$ cat src/rtl/csave_pkg.sv
package csave_pkg;

  typedef enum logic [3:0] {
    S_IDLE, S_FLT, S_POLL, S_PCHK, S_INTW, S_FMTW, S_OPRD, S_OPWR, S_DONE
  } seqState_t;

  typedef struct packed {
    logic capOp;     // latch destination, direction, length at start
    logic capFmt;    // latch format word and word count
    logic stepAddr;  // advance write address by one word
    logic decCount;  // one state word consumed
    logic selFmt;    // write data is the format word
  } dpCtrl_t;

endpackage

$ cat src/rtl/csave_dp.sv
module csave_dp
  import csave_pkg::*;
#(
  parameter int ADDR_W  = 32,
  parameter int DATA_W  = 32,
  parameter int LEN_W   = 8,
  parameter int EXT_W   = 3,
  parameter int MAX_EXT = 5,
  parameter logic [7:0] NR_CODE = 8'h01
) (
  input  logic              clk,
  input  logic              rstN,
  input  dpCtrl_t           ctl,
  input  logic [15:0]       opWord,
  input  logic [EXT_W-1:0]  extWords,
  input  logic [ADDR_W-1:0] dstAddr,
  input  logic [DATA_W-1:0] crRdData,
  output logic              legal,
  output logic              notReady,
  output logic              cntZero,
  output logic              lastWord,
  output logic [ADDR_W-1:0] memAddr,
  output logic [DATA_W-1:0] memWData,
  output logic [3:0]        instBytes
);
  localparam int CNT_W = LEN_W;
  localparam int STEP  = DATA_W / 8;
  localparam int SH    = $clog2(STEP);

  logic [2:0] eaMode, eaReg;
  logic modeOk, extOk;
  logic [ADDR_W-1:0] addrReg;
  logic descReg;
  logic [15:0] fmtReg;
  logic [CNT_W-1:0] cntReg;
  logic [LEN_W:0] lenRound;

  assign eaMode = opWord[5:3];
  assign eaReg  = opWord[2:0];

  always_comb begin
    case (eaMode)
      3'd2, 3'd4, 3'd5, 3'd6: modeOk = 1'b1;
      3'd7:                    modeOk = (eaReg <= 3'd1);
      default:                 modeOk = 1'b0;
    endcase
  end

  assign extOk    = (32'(extWords) <= MAX_EXT);
  assign legal    = modeOk && extOk;
  assign notReady = (crRdData[15:8] == NR_CODE);
  assign lenRound = {1'b0, crRdData[LEN_W-1:0]} + (LEN_W+1)'(STEP - 1);

  always_ff @(posedge clk) begin
    if (!rstN) begin
      addrReg   <= '0;
      descReg   <= 1'b0;
      fmtReg    <= '0;
      cntReg    <= '0;
      instBytes <= '0;
    end else begin
      if (ctl.capOp) begin
        addrReg   <= dstAddr;
        descReg   <= (eaMode == 3'd4);
        instBytes <= 4'((32'(extWords) + 1) * 2);
      end else if (ctl.stepAddr) begin
        addrReg <= descReg ? addrReg - ADDR_W'(STEP) : addrReg + ADDR_W'(STEP);
      end
      if (ctl.capFmt) begin
        fmtReg <= crRdData[15:0];
        cntReg <= CNT_W'(lenRound >> SH);
      end else if (ctl.decCount) begin
        cntReg <= cntReg - 1'b1;
      end
    end
  end

  assign cntZero  = (cntReg == '0);
  assign lastWord = (cntReg == CNT_W'(1));
  assign memAddr  = addrReg;
  assign memWData = ctl.selFmt ? DATA_W'({fmtReg, 16'h0000}) : crRdData;

endmodule

$ cat src/rtl/csave_ctl.sv
module csave_ctl
  import csave_pkg::*;
(
  input  logic    clk,
  input  logic    rstN,
  input  logic    start,
  input  logic    legal,
  input  logic    notReady,
  input  logic    cntZero,
  input  logic    lastWord,
  output dpCtrl_t ctl,
  output logic    crRdEn,
  output logic    crSel,
  output logic    memWe,
  output logic    intWin,
  output logic    busy,
  output logic    done,
  output logic    fline
);
  seqState_t state, nextState;

  always_ff @(posedge clk) begin
    if (!rstN) state <= S_IDLE;
    else       state <= nextState;
  end

  always_comb begin
    nextState = state;
    ctl       = '0;
    case (state)
      S_IDLE: if (start) begin
        if (legal) begin
          ctl.capOp = 1'b1;
          nextState = S_POLL;
        end else begin
          nextState = S_FLT;
        end
      end
      S_FLT:  nextState = S_IDLE;
      S_POLL: nextState = S_PCHK;
      S_PCHK: if (notReady) nextState = S_INTW;
              else begin
                ctl.capFmt = 1'b1;
                nextState  = S_FMTW;
              end
      S_INTW: nextState = S_POLL;
      S_FMTW: begin
        ctl.selFmt   = 1'b1;
        ctl.stepAddr = 1'b1;
        nextState    = cntZero ? S_DONE : S_OPRD;
      end
      S_OPRD: nextState = S_OPWR;
      S_OPWR: begin
        ctl.stepAddr = 1'b1;
        ctl.decCount = 1'b1;
        nextState    = lastWord ? S_DONE : S_OPRD;
      end
      S_DONE: nextState = S_IDLE;
      default: nextState = S_IDLE;
    endcase
  end

  assign crRdEn = (state == S_POLL) || (state == S_OPRD);
  assign crSel  = (state == S_OPRD);
  assign memWe  = (state == S_FMTW) || (state == S_OPWR);
  assign intWin = (state == S_INTW);
  assign busy   = (state != S_IDLE);
  assign done   = (state == S_DONE);
  assign fline  = (state == S_FLT);

endmodule

$ cat src/rtl/csave_seq.sv
module csave_seq
  import csave_pkg::*;
#(
  parameter int ADDR_W  = 32,
  parameter int DATA_W  = 32,
  parameter int LEN_W   = 8,
  parameter int EXT_W   = 3,
  parameter int MAX_EXT = 5,
  parameter logic [7:0] NR_CODE = 8'h01
) (
  input  logic              clk,
  input  logic              rstN,
  input  logic              start,
  input  logic [15:0]       opWord,
  input  logic [EXT_W-1:0]  extWords,
  input  logic [ADDR_W-1:0] dstAddr,
  output logic              crRdEn,
  output logic              crSel,
  input  logic [DATA_W-1:0] crRdData,
  output logic              memWe,
  output logic [ADDR_W-1:0] memAddr,
  output logic [DATA_W-1:0] memWData,
  output logic              intWin,
  output logic              busy,
  output logic              done,
  output logic              fline,
  output logic [3:0]        instBytes
);
  dpCtrl_t ctl;
  logic legal, notReady, cntZero, lastWord;

  csave_ctl ctl_i (
    .clk(clk), .rstN(rstN), .start(start), .legal(legal),
    .notReady(notReady), .cntZero(cntZero), .lastWord(lastWord),
    .ctl(ctl), .crRdEn(crRdEn), .crSel(crSel), .memWe(memWe),
    .intWin(intWin), .busy(busy), .done(done), .fline(fline)
  );

  csave_dp #(
    .ADDR_W(ADDR_W), .DATA_W(DATA_W), .LEN_W(LEN_W),
    .EXT_W(EXT_W), .MAX_EXT(MAX_EXT), .NR_CODE(NR_CODE)
  ) dp_i (
    .clk(clk), .rstN(rstN), .ctl(ctl), .opWord(opWord),
    .extWords(extWords), .dstAddr(dstAddr), .crRdData(crRdData),
    .legal(legal), .notReady(notReady), .cntZero(cntZero),
    .lastWord(lastWord), .memAddr(memAddr), .memWData(memWData),
    .instBytes(instBytes)
  );

endmodule

$ cat config.mk
export PLATFORM = sky130hd
export DESIGN_NAME = csave_seq
export DESIGN_NICKNAME = d
export VERILOG_FILES = /design/src/rtl/csave_pkg.sv /design/src/rtl/csave_dp.sv /design/src/rtl/csave_ctl.sv /design/src/rtl/csave_seq.sv
export SDC_FILE = /design/constraint.sdc
export NUM_CORES = 1
export LEC_CHECK = 0
export BUFFER_PORTS_ARGS = -buffer_cell sky130_fd_sc_hd__clkbuf_2
export CORE_ASPECT_RATIO = 0.7
export CORE_MARGIN = 4
export CORE_UTILIZATION = 40
export DETAILED_ROUTE_END_ITERATION = 6
export GPL_TIMING_DRIVEN = 0
export PLACE_DENSITY_LB_ADDON = 0.08
export RECOVER_POWER = 100
export SYNTH_ARGS = -nofsm -noshare
export SYNTH_HDL_FRONTEND = slang
export SYNTH_SLANG_ARGS = --single-unit
export TNS_END_PERCENT = 50
$ cat constraint.sdc
create_clock -name clk -period 4.2 [get_ports clk]
set_clock_uncertainty 0.1 [all_clocks]
set_input_delay 0.63 -clock clk [delete_from_list [all_inputs] [get_ports clk]]
set_output_delay 0.63 -clock clk [all_outputs]
set_load 0.02 [all_outputs]
==> results of run 1 <==
cells in the final DEF (no fill, tap or decap), types with 8 or more instances in the layout:
| cell | count |
|---|---|
| mux2_2 | 17 |
| nand3_1 | 11 |
| inv_1 | 12 |
| o211ai_1 | 15 |
| nand2_1 | 84 |
| dfxtp_1 | 63 |
| nor2b_1 | 24 |
| a21oi_1 | 56 |
| clkbuf_16 | 9 |
| and3_1 | 12 |
| nor2_1 | 24 |
| ha_1 | 33 |
| clkbuf_2 | 79 |
| a21boi_0 | 21 |
| xor2_1 | 12 |
| nor3_1 | 8 |
| o211a_1 | 15 |
| clkbuf_1 | 103 |
| or3_1 | 9 |
| a21o_1 | 8 |
| xnor2_1 | 20 |
| o21ai_0 | 39 |
critical path, cell delays in order, from the launching register on:
cell      delay [ns]
dfxtp_2         0.84
ha_1            0.44
a21oi_1         0.28
a21boi_0        0.19
a211oi_1        0.52
nor2_1          0.10
a211o_1         0.39
a311oi_4        0.28
mux2_1          0.37
a21oi_2         0.13
registers in the layout (all words and copies together) (netlist names):
| signal | flops |
|---|---|
| dp_i.instBytes | 3 |
| dp_i.descReg | 1 |
| dp_i.cntReg | 8 |
| dp_i.memAddr | 32 |
| dp_i.fmtReg | 16 |
| ctl_i.state | 4 |
final cells by class:
class / instances / share of cell area
Buffer: 39 / 0.02646
Clock buffer: 12 / 0.04403
Clock inverter: 4 / 0.01633
Inverter: 13 / 0.008061
Multi-Input combinational cell: 499 / 0.5531
Sequential cell: 64 / 0.2119
Tap cell: 157 / 0.03245
Timing Repair Buffer: 148 / 0.1077
power breakdown:
part	internal (mW)	switching, mW	total, mW
Clock	0.630	0.291	0.921
Sequential	0.639	0.0291	0.668
Combinational	0.143	0.238	0.381
Total	1.41	0.558	1.97
metal layers:
layer	up-vias	routed length, um
li1	2573	-
met1	2413	7961
met2	190	6766
met3	14	1224
met4	0	180
met5	-	0
through the flow:
stage / hold slack, ns / util / total power, mW / setup slack [ns]
floorplan: 0.3400 / - / 0.9264 / 1.041
global placement: 0.3518 / 0.4917 / 1.064 / 0.3094
detailed placement: 0.3568 / 0.4917 / 1.071 / 0.2664
CTS: 0.3645 / 0.5227 / 2.002 / 0.2334
global route: 0.3783 / 0.5126 / 2.054 / 0.2300
finish: 0.3608 / 0.5126 / 1.969 / 0.4701
cells by family after synthesis:
kind of cell | after synthesis | share of synthesized area
other cells | 1 | 0.0007701
mux | 20 | 0.04650
fa+ha+maj | 34 | 0.08890
xor+xnor | 32 | 0.05755
buf+inv | 52 | 0.04342
simple gates | 203 | 0.2063
flops | 64 | 0.2631
compound gates | 209 | 0.2934
worst max-delay path by stage:
stage                             from          endpoint  slack [ns]  cells past startpoint
final                     dp_i.descReg  dp_i.memAddr[28]        0.47                      9
after detailed placement  dp_i.descReg  dp_i.memAddr[28]        0.27                      9
after floorplan           dp_i.descReg  dp_i.memAddr[28]        1.04                      9
after CTS                 dp_i.descReg  dp_i.memAddr[28]        0.23                      9
after global placement    dp_i.descReg  dp_i.memAddr[28]        0.31                      9
after global routing      dp_i.descReg  dp_i.memAddr[28]        0.23                      9
==> results.toml, run 1 <==
[finish]
drive_gt1_frac = 0.1617
fillCellCount = 1194
fin_area_um2 = 6053
fin_cells = 936
antenna_cells = 0
seqCellArea_um2 = 1282
syn_to_final_growth_pct = 24.31
multiInputGateArea_um2 = 3348
fin_nets = 894

[die]
core_area_um2 = 11810
initial_core_util = 0.4124
ios = 161
num_rows = 33
die_area_um2 = 14030
fp.dieH_um = 100.3
die_w_um = 139.9

[global_routing]
grt_pass1_vias = 4835
antenna_found_initial = 0
met1_usage = 0.3313
grt_pass1_wl_um = 25250
overflow = 0
grt_max_degree = 32
use_met2 = 0.3317
grt_usage = 0.2238
busiest_layer = "met2"
use_met3 = 0.04857

[logic_synthesis]
synth.top_cells.by_area = "dfxtp_1, ha_1, nand2_1, a21oi_1, mux2_2"
yosysMostFrequentCell = "nand2_1"
syn_area_um2 = 4870
synthDistinctLibCells = 63
synthTopCellsByCount = "nand2_1, dfxtp_1, a21oi_1, o21ai_0, ha_1"
yosys.area.top_type = "dfxtp_1"
synth_seq_cells = 64
ys_seq_area_frac = 0.2631
syn-num-nets = 735
yosysTopAreaCellShare = 0.2631
ys.warnings.count = 0
synthCells = 615
syn_area_per_cell_um2 = 7.918
ys_async_sr_fraction = 0
synth_edf_count = 0
ys.flop_type = "dfxtp_1"

[clock_tree]
cts_tree = "yes"
cts_setup_buffers = 0
cts_sinks = 64
clockBufferDepth = 2
cts_resized = 0
cts-root-buf = "clkbuf_16"
ctsHoldBuffers = 0
path_clk_slew_ns = 0.06
numCtsBuffers = 9
insertion_delay_ns = 0.34
ctsHtreeMaxLevel = 3

[detailed_routing]
drt-pass1-iter-count = 5
wl_per_cell_um = 17.24
vias = 5190
drtIter0Drc = 451
ant_nets = 0
routed_wirelength_um = 16130
vias_per_cell = 5.545
route.detailed.drc = 0

[critical_path]
r2r-start = "dp_i.descReg"
worstSetupPathType = "register to register"
cp_data_required_time_ns = 4.37
worst-r2r-cell-count = 9
start_kind = "register"
worst-endpoint-arrival_ns = 3.90
r2r_slack_ns = 0.47
worst_setup_path_end_kind = "register"
critPathMaxFanout = 31
r2r_end = "dp_i.memAddr[28]"

[timing]
setup_viol = 0
period_share = 0.8881
grt_setup_unrepaired = "no"
slew_headroom = 0.1195
fin_setup_tns_ns = 0
period_needed_ns = 3.730
finalMaxSlewViolations = 0
max_freq_ghz = 0.2681
finalHoldViolCount = 0
worstMarginPinSlew_ns = 1.309

[placed_design]
port_buffers = 148
place_area_um2 = 5807
placedCellCount = 920
gp_congestion = 0.9064
dpl.hpwl_um = 12370

[hold_path]
min_to = "dp_i.fmtReg[2]"
whs_path_depth = 2
hold_class = "register to register"
hp-start = "dp_i.fmtReg[2]"

[outcome]
status = "complete, no violations"

[power]
p_leak_nw = 2.636
power_density_nw_per_um2 = 325.3
peakVddDrop_v = 0.0001909

[flow_run]
cap_violations = 0
Note: power is estimated with default switching activity, not from simulation.
==> inputs of run 2 (changes only) <==
- clock period: 4.2 -> 4.7 ns (I/O delays scaled with it)
==> results.toml, run 2 (same netlist as run 1, synthesis figures left out) <==
[outcome]
status = "complete, no violations"

[timing]
finalMaxSlewViolations = 0
grt_setup_unrepaired = "no"
setup_viol = 0
period_share = 0.8354
fin_setup_tns_ns = 0
max_freq_ghz = 0.2547
worstMarginPinSlew_ns = 1.315
slew_headroom = 0.1155
finalHoldViolCount = 0
period_needed_ns = 3.927

[finish]
final_util = 0.5110
syn_to_final_growth_pct = 23.92
fillCellCount = 1196
multiInputGateArea_um2 = 3331
layout_commonest_cell = "clkbuf_1"
fin_nets = 894
layout_common_cells = "clkbuf_1, nand2_1, clkbuf_2"
largest_reg_flops = 32
antenna_cells = 0
fin_area_um2 = 6035
fin_cells = 936
drive_gt1_frac = 0.1592
seqCellArea_um2 = 1282

[critical_path]
start_kind = "register"
r2r_slack_ns = 0.77
worst-endpoint-arrival_ns = 4.09
r2r_end = "dp_i.memAddr[28]"
critPathMaxFanout = 31
cp_data_required_time_ns = 4.86
worst_setup_path_end_kind = "register"
worst-r2r-cell-count = 9
worstSetupPathType = "register to register"
r2r-start = "dp_i.descReg"

[power]
power.total_mw = 1.761
p_leak_nw = 2.637
peakVddDrop_v = 0.0001706
power_density_nw_per_um2 = 291.8

[detailed_routing]
routed_wirelength_um = 16170
vias = 5202
vias_per_cell = 5.558
drtIter0Drc = 390
ant_nets = 0
drt-pass1-iter-count = 5
route.detailed.drc = 0
wl_per_cell_um = 17.27

[placed_design]
port_buffers = 148
gp_congestion = 0.9064
place_area_um2 = 5807
placedCellCount = 920
dpl.hpwl_um = 12370

[clock_tree]
path_clk_slew_ns = 0.06
insertion_delay_ns = 0.34
cts_resized = 0
clockBufferDepth = 2
cts-root-buf = "clkbuf_16"
ctsHtreeMaxLevel = 3
numCtsBuffers = 9
ctsHoldBuffers = 0
cts_setup_buffers = 0
cts_tree = "yes"
cts_sinks = 64

[global_routing]
grt_max_degree = 32
antenna_found_initial = 0
overflow = 0
grt_pass1_vias = 4835
grt_usage = 0.2238
grt_pass1_wl_um = 25250

[die]
num_rows = 33
die_w_um = 139.9
ios = 161
die_area_um2 = 14030
fp.dieH_um = 100.3
initial_core_util = 0.4124
core_area_um2 = 11810

[hold_path]
whs_path_depth = 2
min_to = "dp_i.fmtReg[2]"
hold_class = "register to register"
hp-start = "dp_i.fmtReg[2]"

[flow_run]
cap_violations = 0
run 2: cell types whose count changed in the layout (fill, tap and decap cells not counted):
cell / before / now
clkbuf_1: 103 / 104
mux2_1: 1 / 0
a311oi_4: 1 / 0
buf_2: 3 / 2
a21oi_2: 1 / 0
a21oi_1: 56 / 57
mux2_4: 0 / 1
a311oi_1: 3 / 4
run 2: where the power goes:
part	leakage [nW]	switching [mW]	total, mW	internal, mW
clock network	0.179	0.261	0.824	0.563
logic	1.94	0.212	0.341	0.128
registers	0.521	0.0262	0.597	0.571
total	2.64	0.500	1.76	1.26
run 2: critical path, cell delays in order, from the launching register on:
cell      delay [ns]
dfxtp_2         0.85
ha_1            0.44
a21oi_1         0.28
a21boi_0        0.19
a211oi_1        0.54
nor2_1          0.11
a211o_1         0.37
a311oi_1        0.47
mux2_4          0.34
a21oi_1         0.14
run 2: metrics by stage:
step	hold WS, ns	setup WS, ns
after global placement	0.3518	0.8094
after floorplan	0.3400	1.541
after detailed placement	0.3568	0.7664
after global routing	0.3783	0.5228
final	0.3601	0.7734
after CTS	0.3645	0.7334
run 2: final cells by class:
| cell class | count | area share |
|---|---|---|
| inverter | 13 | 0.008086 |
| sequential | 64 | 0.2125 |
| tap | 157 | 0.03255 |
| timing repair buffer | 148 | 0.1080 |
| clock inverter | 4 | 0.01638 |
| clock buffer | 12 | 0.04416 |
| multi-input combinational | 499 | 0.5519 |
| buffer | 39 | 0.02633 |
run 2: how the worst max path moves through the flow:
| stage | start | endpoint | slack [ns] | depth (start not counted) |
|---|---|---|---|---|
| global placement | dp_i.descReg | dp_i.memAddr[28] | 0.81 | 9 |
| floorplan | dp_i.descReg | dp_i.memAddr[28] | 1.54 | 9 |
| global route | dp_i.descReg | dp_i.memAddr[28] | 0.52 | 9 |
| detailed placement | dp_i.descReg | dp_i.memAddr[28] | 0.77 | 9 |
| finish | dp_i.descReg | dp_i.memAddr[28] | 0.77 | 9 |
| CTS | dp_i.descReg | dp_i.memAddr[28] | 0.73 | 9 |
run 2: layer usage:
metal / part of all wire / vias to the layer above / GRT usage
met5: 0 / - / 0
met4: 0.0099 / 0 / 0.05138
met3: 0.074 / 13 / 0.04857
met2: 0.42 / 193 / 0.3317
met1: 0.50 / 2426 / 0.3313
li1: - / 2570 / -
==> inputs of run 3 (changes only) <==
- clock period: 4.7 -> 4 ns (I/O delays scaled with it)
==> results.toml, run 3 (same netlist as run 1, synthesis figures left out) <==
[outcome]
status = "complete, no violations"

[clock_tree]
cts_resized = 0
cts-root-buf = "clkbuf_16"
insertion_delay_ns = 0.34
ctsHoldBuffers = 0
cts_sinks = 64
numCtsBuffers = 9
cts_tree = "yes"
path_clk_slew_ns = 0.06
ctsHtreeMaxLevel = 3
clockBufferDepth = 2
cts_setup_buffers = 0

[power]
peakVddDrop_v = 0.0002006
power_density_nw_per_um2 = 341.6
p_leak_nw = 2.642
power.total_mw = 2.069

[timing]
finalMaxSlewViolations = 0
setup_ws_ns = 0.3370
slew_headroom = 0.1167
finalHoldViolCount = 0
max_freq_ghz = 0.2730
fin_setup_tns_ns = 0
worstMarginPinSlew_ns = 1.313
period_needed_ns = 3.663
setup_viol = 0
grt_setup_unrepaired = "no"
period_share = 0.9157

[global_routing]
overflow = 0
grt_usage = 0.2238
antenna_found_initial = 0
grt_max_degree = 32
grt_pass1_vias = 4835
grt_pass1_wl_um = 25250

[placed_design]
gp_congestion = 0.9064
placedCellCount = 920
dpl.hpwl_um = 12370
port_buffers = 148
pre_cts_slack_ns = 0.06640

[finish]
layout_commonest_cell = "clkbuf_1"
layout_common_cells = "clkbuf_1, nand2_1, clkbuf_2"
syn_to_final_growth_pct = 24.36
largest_reg_flops = 32
final_util = 0.5128
fin_cells = 936
drive_gt1_frac = 0.1617
fin_nets = 894
antenna_cells = 0

[detailed_routing]
ant_nets = 0
drt-pass1-iter-count = 5
routed_wirelength_um = 16090
drtIter0Drc = 440
wl_per_cell_um = 17.19
vias = 5210
route.detailed.drc = 0
vias_per_cell = 5.566

[critical_path]
worst-endpoint-arrival_ns = 3.79
worst-r2r-cell-count = 9
start_kind = "register"
r2r-start = "dp_i.descReg"
cp_data_required_time_ns = 4.13
r2r_slack_ns = 0.34
worstSetupPathType = "register to register"
critPathCapture = "dp_i.memAddr[29]"
critPathMaxFanout = 31
r2r_end = "dp_i.memAddr[29]"
worst_setup_path_end_kind = "register"
crit_path_start = "dp_i.descReg"

[die]
fp.dieH_um = 100.3
die_w_um = 139.9
core_area_um2 = 11810
ios = 161
initial_core_util = 0.4124
num_rows = 33
die_area_um2 = 14030

[flow_run]
cap_violations = 0

[hold_path]
hold_class = "register to register"
-- run 3: layout make-up --
type                       instances  area, um2
buffer                            39      158.9
clock buffer                      12      266.5
clock inverter                     4      98.84
fill                            1195       5753
inverter                          13      48.80
multi-input combinational        499       3352
sequential                        64       1282
tap                              157      196.4
timing repair buffer             148      651.9
-- run 3: power by group --
group	internal (mW)	switching (mW)	leakage (nW)
clock	0.661	0.306	0.179
sequential	0.670	0.0306	0.521
combinational	0.151	0.250	1.94
total	1.48	0.586	2.64
-- run 3: through the flow --
step	cell area [um2]	hold WS, ns
after floorplan	4870	0.3400
after global placement	5807	0.3518
after detailed placement	5807	0.3568
after CTS	6172	0.3645
after global routing	6056	0.3783
final	6056	0.3611
-- run 3: routing by layer --
layer | wire length, um | track usage | vias to the layer above
met4 | 180 | 0.05138 | 0
met3 | 1266 | 0.04857 | 14
met2 | 6729 | 0.3317 | 206
li1 | - | - | 2572
met1 | 7909 | 0.3313 | 2418
met5 | 0 | 0 | -
-- run 3: worst max-delay path, cell delays in order, from the launching register on --
cell,delay [ns]
dfxtp_2,0.84
ha_1,0.38
o21ai_0,0.15
o21bai_1,0.21
a21oi_1,0.16
o21ai_0,0.40
a31oi_1,0.28
o31ai_1,0.70
nand4_1,0.17
o211a_1,0.16
-- run 3: how the worst min path moves through the flow --
stage | start | to | slack, ns | depth (start not counted)
4_1_cts | dp_i.fmtReg[11] | dp_i.fmtReg[11] | 0.36 | 2
2_1_floorplan | dp_i.fmtReg[11] | dp_i.fmtReg[11] | 0.34 | 2
3_5_place_dp | dp_i.fmtReg[11] | dp_i.fmtReg[11] | 0.36 | 2
6_report | dp_i.fmtReg[2] | dp_i.fmtReg[2] | 0.36 | 2
3_3_place_gp | dp_i.fmtReg[11] | dp_i.fmtReg[11] | 0.35 | 2
5_1_grt | dp_i.fmtReg[12] | dp_i.fmtReg[12] | 0.38 | 2
